[config.mk]
export PLATFORM = sky130hd
export DESIGN_NAME = gfi_inverter
export DESIGN_NICKNAME = d
export VERILOG_FILES = /design/src/rtl/gfi_pkg.sv /design/src/rtl/gfi_squarer.sv /design/src/rtl/gfi_bitser_mul.sv /design/src/rtl/gfi_ctrl.sv /design/src/rtl/gfi_inverter.sv
export SDC_FILE = /design/constraint.sdc
export NUM_CORES = 2
export LEC_CHECK = 0
export BUFFER_PORTS_ARGS = -buffer_cell sky130_fd_sc_hd__buf_2
export CAP_MARGIN = 25
export CELL_PAD_IN_SITES_DETAIL_PLACEMENT = 2
export CELL_PAD_IN_SITES_GLOBAL_PLACEMENT = 2
export CORE_MARGIN = 5
export CORE_UTILIZATION = 39
export CTS_CLUSTER_SIZE = 28
export DETAILED_ROUTE_END_ITERATION = 7
export HOLD_SLACK_MARGIN = 0.03
export PLACE_DENSITY_LB_ADDON = 0.05
export SLEW_MARGIN = 20
export SYNTH_ARGS = -nofsm -noshare
export SYNTH_HDL_FRONTEND = slang
export SYNTH_SLANG_ARGS = --single-unit
export TNS_END_PERCENT = 10
[constraint.sdc]
create_clock -name clk -period 6.5 [get_ports clk]
set_input_delay 0.325 -clock clk [delete_from_list [all_inputs] [get_ports clk]]
set_output_delay 0.325 -clock clk [all_outputs]
set_load 0.1 [all_outputs]
[src/rtl/gfi_pkg.sv]
package gfi_pkg;

    // Field size and the low part of the reduction polynomial (x^7+x^6+x^3+1)
    parameter int          FIELD_M        = 163;
    parameter logic [31:0] FIELD_POLY_LOW = 32'h0000_00C9;

    typedef enum logic [1:0] {
        ST_IDLE,
        ST_SQR,
        ST_MUL,
        ST_FIN
    } seq_state_t;

    typedef enum logic {
        PH_DBL,   // exponent doubles: square e times, multiply by held value
        PH_INC    // exponent plus one: square once, multiply by operand
    } chain_phase_t;

    typedef struct packed {
        logic ld;
        logic sq_en;
        logic mul_en;
        logic mul_first;
        logic mul_use_op;
        logic mul_wr;
    } seq_ctrl_t;

    function automatic int msb_index(input int n);
        int r;
        r = 0;
        for (int i = 0; i < 31; i++) begin
            if (((n >> i) & 1) == 1) r = i;
        end
        return r;
    endfunction

    // Cycles from the accepting edge until done is set
    function automatic int inv_latency(input int m);
        int n;
        int e;
        int sq;
        int mu;
        n  = m - 1;
        e  = 1;
        sq = 0;
        mu = 0;
        for (int p = msb_index(n) - 1; p >= 0; p--) begin
            sq = sq + e;
            mu = mu + 1;
            e  = 2 * e;
            if (((n >> p) & 1) == 1) begin
                sq = sq + 1;
                mu = mu + 1;
                e  = e + 1;
            end
        end
        return sq + mu * m + 1;
    endfunction

endpackage

[src/rtl/gfi_squarer.sv]
module gfi_squarer #(
    parameter int             M    = gfi_pkg::FIELD_M,
    parameter logic [M-1:0]   POLY = M'(gfi_pkg::FIELD_POLY_LOW)
) (
    input  logic [M-1:0] a,
    output logic [M-1:0] y
);
    localparam int WW = 2 * M - 1;

    logic [WW-1:0] w;

    always_comb begin
        w = '0;
        for (int i = 0; i < M; i++) begin
            w[2*i] = a[i];
        end
        for (int i = WW - 1; i >= M; i--) begin
            if (w[i]) w[i-M +: M] = w[i-M +: M] ^ POLY;
        end
        y = w[M-1:0];
    end

endmodule

[src/rtl/gfi_bitser_mul.sv]
module gfi_bitser_mul #(
    parameter int             M    = gfi_pkg::FIELD_M,
    parameter logic [M-1:0]   POLY = M'(gfi_pkg::FIELD_POLY_LOW),
    localparam int            IW   = $clog2(M + 1)
) (
    input  logic          clk,
    input  logic          rst,
    input  logic          en,
    input  logic          first,
    input  logic [IW-1:0] idx,
    input  logic [M-1:0]  a,
    input  logic [M-1:0]  b,
    output logic [M-1:0]  prod_next
);
    logic [M-1:0] acc_q;
    logic [M-1:0] acc_sh;

    // MSB-first: acc = acc*x mod f + b[idx]*a
    always_comb begin
        acc_sh    = {acc_q[M-2:0], 1'b0} ^ (acc_q[M-1] ? POLY : '0);
        prod_next = (first ? '0 : acc_sh) ^ (b[idx] ? a : '0);
    end

    always_ff @(posedge clk) begin
        if (rst)     acc_q <= '0;
        else if (en) acc_q <= prod_next;
    end

endmodule

[src/rtl/gfi_ctrl.sv]
module gfi_ctrl
    import gfi_pkg::*;
#(
    parameter int  M  = FIELD_M,
    localparam int CW = $clog2(M + 1),
    localparam int PW = $clog2(CW)
) (
    input  logic          clk,
    input  logic          rst,
    input  logic          start,
    output seq_ctrl_t     ctl,
    output logic [CW-1:0] mul_idx,
    output logic          busy,
    output logic          done
);
    localparam logic [CW-1:0] NM1     = CW'(M - 1);
    localparam int            TOP_POS = msb_index(M - 1) - 1;

    seq_state_t    state_q;
    chain_phase_t  phase_q;
    logic [CW-1:0] e_q;
    logic [CW-1:0] sq_q;
    logic [CW-1:0] mc_q;
    logic [PW-1:0] pos_q;
    logic [CW-1:0] e_nx;
    logic          bit_set;

    always_comb begin
        e_nx           = (phase_q == PH_DBL) ? (e_q << 1) : (e_q + 1'b1);
        bit_set        = NM1[pos_q];
        ctl.ld         = (state_q == ST_IDLE) && start;
        ctl.sq_en      = (state_q == ST_SQR) || (state_q == ST_FIN);
        ctl.mul_en     = (state_q == ST_MUL);
        ctl.mul_first  = (mc_q == CW'(M - 1));
        ctl.mul_use_op = (phase_q == PH_INC);
        ctl.mul_wr     = (state_q == ST_MUL) && (mc_q == '0);
        mul_idx        = mc_q;
        busy           = (state_q != ST_IDLE);
    end

    always_ff @(posedge clk) begin
        if (rst) begin
            state_q <= ST_IDLE;
            phase_q <= PH_DBL;
            e_q     <= '0;
            sq_q    <= '0;
            mc_q    <= '0;
            pos_q   <= '0;
            done    <= 1'b0;
        end else begin
            case (state_q)
                ST_IDLE: begin
                    if (start) begin
                        state_q <= ST_SQR;
                        phase_q <= PH_DBL;
                        e_q     <= CW'(1);
                        sq_q    <= CW'(1);
                        pos_q   <= PW'(TOP_POS);
                        done    <= 1'b0;
                    end
                end
                ST_SQR: begin
                    if (sq_q == CW'(1)) begin
                        state_q <= ST_MUL;
                        mc_q    <= CW'(M - 1);
                    end else begin
                        sq_q <= sq_q - 1'b1;
                    end
                end
                ST_MUL: begin
                    if (mc_q == '0) begin
                        e_q <= e_nx;
                        if (phase_q == PH_DBL && bit_set) begin
                            phase_q <= PH_INC;
                            sq_q    <= CW'(1);
                            state_q <= ST_SQR;
                        end else if (pos_q == '0) begin
                            state_q <= ST_FIN;
                        end else begin
                            pos_q   <= pos_q - 1'b1;
                            phase_q <= PH_DBL;
                            sq_q    <= e_nx;
                            state_q <= ST_SQR;
                        end
                    end else begin
                        mc_q <= mc_q - 1'b1;
                    end
                end
                ST_FIN: begin
                    state_q <= ST_IDLE;
                    done    <= 1'b1;
                end
                default: state_q <= ST_IDLE;
            endcase
        end
    end

endmodule

[src/rtl/gfi_inverter.sv]
module gfi_inverter
    import gfi_pkg::*;
#(
    parameter int          M        = FIELD_M,
    parameter logic [31:0] POLY_LOW = FIELD_POLY_LOW,
    localparam int         CW       = $clog2(M + 1)
) (
    input  logic         clk,
    input  logic         rst,
    input  logic         start,
    input  logic [M-1:0] operand,
    output logic [M-1:0] result,
    output logic         done
);
    localparam logic [M-1:0] POLY = M'(POLY_LOW);

    seq_ctrl_t     ctl;
    logic [CW-1:0] mul_idx;
    logic          busy;
    logic [M-1:0]  wa_q;      // squared in place, holds the result
    logic [M-1:0]  wb_q;      // previous chain value
    logic [M-1:0]  sq_y;
    logic [M-1:0]  prod_next;
    logic [M-1:0]  mul_b;

    gfi_ctrl #(.M(M)) u_ctrl (
        .clk     (clk),
        .rst     (rst),
        .start   (start),
        .ctl     (ctl),
        .mul_idx (mul_idx),
        .busy    (busy),
        .done    (done)
    );

    gfi_squarer #(.M(M), .POLY(POLY)) u_sqr (
        .a (wa_q),
        .y (sq_y)
    );

    assign mul_b = ctl.mul_use_op ? operand : wb_q;

    gfi_bitser_mul #(.M(M), .POLY(POLY)) u_mul (
        .clk       (clk),
        .rst       (rst),
        .en        (ctl.mul_en),
        .first     (ctl.mul_first),
        .idx       (mul_idx),
        .a         (wa_q),
        .b         (mul_b),
        .prod_next (prod_next)
    );

    always_ff @(posedge clk) begin
        if (rst) begin
            wa_q <= '0;
            wb_q <= '0;
        end else if (ctl.ld) begin
            wa_q <= operand;
            wb_q <= operand;
        end else if (ctl.sq_en) begin
            wa_q <= sq_y;
        end else if (ctl.mul_wr) begin
            wa_q <= prod_next;
            wb_q <= prod_next;
        end
    end

    assign result = wa_q;

endmodule

Yosys cells after proc, flatten, opt, wreduce, memory -nomap -nowiden
Memory sizes are Yosys's and may differ from the RTL's. A register that Yosys moved wholly into a read port is not among the register bits.
Index checks and enable logic that the tools add are counted.
{"block": "totals", "output_inout_bits": 164, "inputBits": 166, "romBits": 8, "mem_count": 1, "word_cells": 425, "regBits": 520}
{"memory": "(no name shown)", "depth": 8, "word_bits": 1, "rd": 1, "rd_clocked_by_memory_dff": 1, "wr": 0, "line_no": "gfi_ctrl.sv:30", "text": "bit_set = NM1[pos_q];"}
{"block": "classes", "bitwise_logic": 165, "addsub": 4, "n_lt_le_gt_ge": 2, "n_reduce_logical": 22, "mux": 205, "n_eq_ne": 15}
{"cell": "8-bit 2-to-1 mux", "n": 172}
{"cell": "163-bit 2-to-1 mux", "n": 8}
{"cell": "4-bit inverter", "n": 162}
{"cell": "163-bit XOR", "n": 2}
{"cell": "8-bit one-hot mux with 2 select lines", "n": 2}
{"cell": "8-bit one-hot mux with 3 select lines", "n": 1}
{"cell": "3-bit 2-to-1 mux", "n": 6}
{"cell": "8-bit by 1-bit subtractor with 8-bit output (second input constant)", "n": 2}
{"cell": "2-bit != test (second input constant)", "n": 7}
{"cell": "2-bit 2-to-1 mux", "n": 5}
{"cell": "5-bit AND reduction", "n": 2}
{"cell": "8-bit by 9-bit < comparator with 1-bit output (second input constant)", "n": 1}
{"cell": "3-bit AND reduction", "n": 3}
{"cell": "8-bit by 1-bit adder with 8-bit output (second input constant)", "n": 1}
{"cell": "1-bit binary-select mux with 8-bit select", "n": 1}
{"cell": "8-bit by 1-bit == test with 1-bit output (second input constant)", "n": 1}
{"cell": "8-bit == test (second input constant)", "n": 1}
{"cell": "8-bit logical NOT", "n": 1}
{"cell": "2-bit one-hot mux with 4 select lines", "n": 1}
{"cell": "2-bit nonzero test", "n": 4}
{"cell": "1-bit 2-to-1 mux", "n": 6}
{"cell": "3-bit one-hot mux with 2 select lines", "n": 1}
{"cell": "2-bit AND reduction", "n": 3}
{"cell": "3-bit nonzero test", "n": 2}
{"cell": "other kinds (14)", "n": 18}

Depth between registers and ports, before layout
{"block": "depth", "word_depth": 326, "ltp_mapped": 15, "ltp_nobuf": 10}

Hierarchy
A second synthesis with hierarchy kept.
{"block": "hier_totals", "cells_unflattened": 4381, "hier_area_um2": 38114.1}
{"mod": "gfi_bitser_mul", "cells_each": 2048, "seq_area_each_um2": 3263.1, "n_inst": 1, "area_per_inst_um2": 17458.0}
{"mod": "gfi_inverter", "cells_each": 1832, "seq_area_each_um2": 6526.3, "n_inst": 1, "area_per_inst_um2": 16369.4}
{"mod": "gfi_squarer", "cells_each": 247, "seq_area_each_um2": 0.0, "n_inst": 1, "area_per_inst_um2": 2204.6}
{"mod": "gfi_ctrl", "cells_each": 254, "seq_area_each_um2": 640.6, "n_inst": 1, "area_per_inst_um2": 2082.0}

Least setup slack after synthesis
OpenSTA, ideal clock, no wires.
{"block": "synth_timing", "path_kind": "flip-flop to flip-flop", "start": "register u_ctrl.mc_q[0] (netlist: u_ctrl.mul_idx[0])", "end": "register wa_q[101] (netlist: result[101])", "stages_incl_launch_ff": 14, "required_ns": 6.358, "path_buffers": 5, "slack_ns": 3.476, "setup_ns": 0.142, "synth_period_minus_slack_ns": 3.024, "t_arrival_ns": 2.882, "path_cell_list": "dfxtp_1 buf_4 buf_2 mux4_2 a22oi_1 a21oi_1 or2_0 o32ai_1 a21oi_1 buf_6 nor2_4 buf_4 clkbuf_1 a311oi_1"}
{"block": "synth_via", "elab_chain_len": 7, "word_cells_on_any_way": 12, "cone_classes": "eq/ne: 1; mux: 7; bitwise: 1; reduce/logical: 3"}
{"item": "start, declared", "line_no": "gfi_ctrl.sv:23", "text": "logic [CW-1:0] mc_q;"}
{"item": "start signal, assigned", "line_no": "gfi_ctrl.sv:65", "text": "mc_q <= CW'(M - 1);"}
{"item": "start signal, assigned", "line_no": "gfi_ctrl.sv:86", "text": "mc_q <= mc_q - 1'b1;"}
{"item": "1-bit binary-select mux with 8-bit select", "line_no": "gfi_bitser_mul.sv:21", "text": "prod_next = (first ? '0 : acc_sh) ^ (b[idx] ? a : '0);"}
{"item": "1-bit 2-to-1 mux (implied by the code)", "line_no": "gfi_bitser_mul.sv:21"}
{"item": "163-bit 2-to-1 mux", "line_no": "gfi_bitser_mul.sv:21"}
{"item": "163-bit XOR", "line_no": "gfi_bitser_mul.sv:21"}
{"item": "163-bit 2-to-1 mux", "line_no": "gfi_inverter.sv:63", "text": "end else if (ctl.mul_wr) begin"}
{"item": "163-bit 2-to-1 mux", "line_no": "gfi_inverter.sv:61", "text": "end else if (ctl.sq_en) begin"}
{"item": "163-bit 2-to-1 mux", "line_no": "gfi_inverter.sv:58", "text": "end else if (ctl.ld) begin"}
{"item": "end signal, assigned", "line_no": "gfi_inverter.sv:59", "text": "wa_q <= operand;"}
{"item": "end signal, assigned", "line_no": "gfi_inverter.sv:62", "text": "wa_q <= sq_y;"}
{"item": "end signal, assigned", "line_no": "gfi_inverter.sv:64", "text": "wa_q <= prod_next;"}
{"item": "end, declared", "line_no": "gfi_inverter.sv:20", "text": "logic [M-1:0] wa_q;"}
Parallel ways exist; a longest one is shown, timed or not. The select of a mux whose other input is x is not followed.
A chain may end at the register's enable or synchronous reset.

Final worst setup path
{"block": "layout_timing", "start": "register u_ctrl.mc_q[0] (netlist: u_ctrl.mul_idx[0])", "end": "register wa_q[150] (netlist: result[150])"}
The elaborated chain is that of the path after synthesis.

==> out/summary.txt <==
Status: finished clean
#FFs+latches synth: 521
Worst slew pin tran: 1.323 ns
Slew headroom: 11.78%
Mean area per synthesized cell: 8.220 um^2
CTS tree: built
Die W: 294.3 um
Final setup TNS: 0 ns
Global route total overflow: 0
Worst-Skew Late Latency: 0.62 ns
Most frequent cells in the layout: dfxtp_1 (518), nor2_1 (450), xnor2_1 (413)
Initial antenna violation count: 14
FMAX: 0.1927 GHz
CP endpoint kind: flop
Largest fanout on the critical path: 164
Clock Path Buffers: 3
Wire per inst: 34.12 um
Vias in the first global route: 36080
Area growth from synthesis to layout: 12.80%
H-tree levels: 3
Routed vias: 34030
Number of I/O pins: 330
Crit-path most repeated cell: buf_12
Die area: 86640 um^2
I/O Buffers: 329
Num CTS Buffers: 68
Largest net degree at the start of global routing: 190
Share of the synthesized area in the top cell type: 33.08%
Max-slew violations: 0
Die height: 294.3 um
Final setup vio count: 0
GRT Total Usage: 37.06%
Mapped Cells: 3836
Placement Rows: 104
FF/Latch Area: 10440 um^2
Critical path's slowest cell: dfxtp_4
Pre-antenna DRT Iters: 6
Class of the worst hold path: in2reg
Syn_nets: 4014
Final net count: 4012
Initial DRC Count: 3197
RePlAce Congestion: 0.8522
Most common cell after layout, fill and taps aside: dfxtp_1
Max cap viols: 0
CORE AREA: 80420 um^2
Area taken by multi-input logic gates: 19350 um^2
Leading area contributor after synthesis: dfxtp_1
Initial Util: 39.21%
Clk sinks: 521
Drt total wl: 168800 um
Clk slew on worst S/H paths: 0.06 ns
CP max stage delay: 0.90 ns
DRC: 0
Final hold vios: 0
Top FF cell, synth: dfxtp_1
Non-filler instance count after layout: 4949
Fin crit share: 79.85%
CTS Hold Bufs: 0
DRT antenna net count: 0
Cts repair resizes: 0
CP Class: reg2reg
Layout cells sized above 1: 15.60%
First-pass GRT wire length: 245900 um
Clock Skew: 0.02151 ns
Fillers: 8875
Vias/cell: 6.875
Ys Warns: 0
Placed cells: 4822
CTS root buffer: clkbuf_16
Cells along the critical path: buf_12 -> mux4_2 -> and2_1 -> a2111oi_0 -> a211oi_1 -> o32ai_1 -> a21oi_4 -> buf_12 -> o21ai_1 -> xnor2_1 -> a311oi_1
Unique masters post-synth: 61
RSZ-0062 raised after global routing: no
Clock period minus worst slack: 5.190 ns
Post-synth EDFFs: 0
Startpoint types: flop
CP Data Required Time: 7.00 ns
Asr flop ratio synth: 0%
Post-synthesis sequential area ratio: 33.08%
DPL Wire Length: 106600 um
Top cells by area, synth: dfxtp_1 (33%), xnor2_1 (11%), a211oi_1 (5.9%)
WP data arrival: 5.69 ns
Netlist Area Pre-Place: 31530 um^2
Post-CTS setup buffer count: 0
==> metal layers <==
layer | part of all wire [%] | track usage, %
met1 | 40 | 47.06
met5 | 0.0095 | 0
met4 | 6.0 | 20.17
met2 | 46 | 59.54
met3 | 7.8 | 7.151
==> synth_stat cells (all sizes together) (7+ instances only) <==
library cell / count
a211oi: 247
a21oi: 194
a22oi: 187
a311oi: 162
a32oi: 7
and2: 7
buf: 59
clkbuf: 389
dfxtp: 521
ha: 12
inv: 13
mux2i: 27
mux4: 73
nand2: 191
nand3: 23
nand4: 83
nor2: 456
nor2b: 12
nor3: 8
o21a: 82
o21ai: 341
o22ai: 245
xnor2: 413
xor2: 11
==> cell families after synthesis <==
family / Yosys count / share of synthesized area (%)
mux: 105 / 6.250
flops: 521 / 33.08
fa+ha+maj: 12 / 0.4761
buf+inv: 463 / 5.916
compound gates: 1502 / 31.63
simple gates: 809 / 10.87
xor+xnor: 424 / 11.78
==> layout make-up <==
cell class	count	area share (%)
multi-input cells	2852	54.40
flip-flops and latches	521	29.35
repair buffers	376	6.297
clock buffers	101	5.741
well taps	1060	3.729
clock inverters	12	0.2392
inverters	15	0.1583
diodes	12	0.08442
==> final timing paths <==
kind	from	to	slack, ns	cells past startpoint
worst max-delay path	u_ctrl.mul_idx[0]	result[150]	1.31	11
worst min-delay path	operand[8]	result[8]	0.06	3
worst max register to register	u_ctrl.mul_idx[0]	result[150]	1.31	11
worst min register to register	u_mul.acc_q[21]	u_mul.acc_q[21]	0.49	2
==> registers in the layout, indices dropped and copies added (netlist names) <==
register and count:
wb_q 163, u_ctrl.sq_q 8, result 163, u_ctrl.state_q 2, u_mul.acc_q 163, u_ctrl.mul_idx 8
u_ctrl.phase_q 1, u_ctrl.pos_q 3, u_ctrl.bit_set 1, u_ctrl.e_q 8, u_ctrl.done 1
==> per-stage QoR <==
stage               utilization (%)  hold WS (ns)  setup slack, ns  cell area, um^2
global route                  44.22       0.07740            1.055            35560
finish                        44.23       0.05537            1.310            35570
global placement              41.43        0.4711            1.592            33310
CTS                           44.13       0.03909            1.397            35480
detailed placement            41.48        0.4838            1.600            33360
floorplan                         -        0.4624            3.476            31530
==> critical path: cells and delay by family (launching register included) <==
family / cells / cell delay [ns]
AO/OA/AOI/OAI: 6 / 2.21
XOR/XNOR: 1 / 0.16
buffers and inverters: 2 / 0.80
flip-flops: 1 / 0.90
multiplexers: 1 / 0.60
AND/OR/NAND/NOR: 1 / 0.18
Power is left out: the tool's default activity adds up to more than one toggle a clock period on the data nets, which glitch-free logic cannot reach.
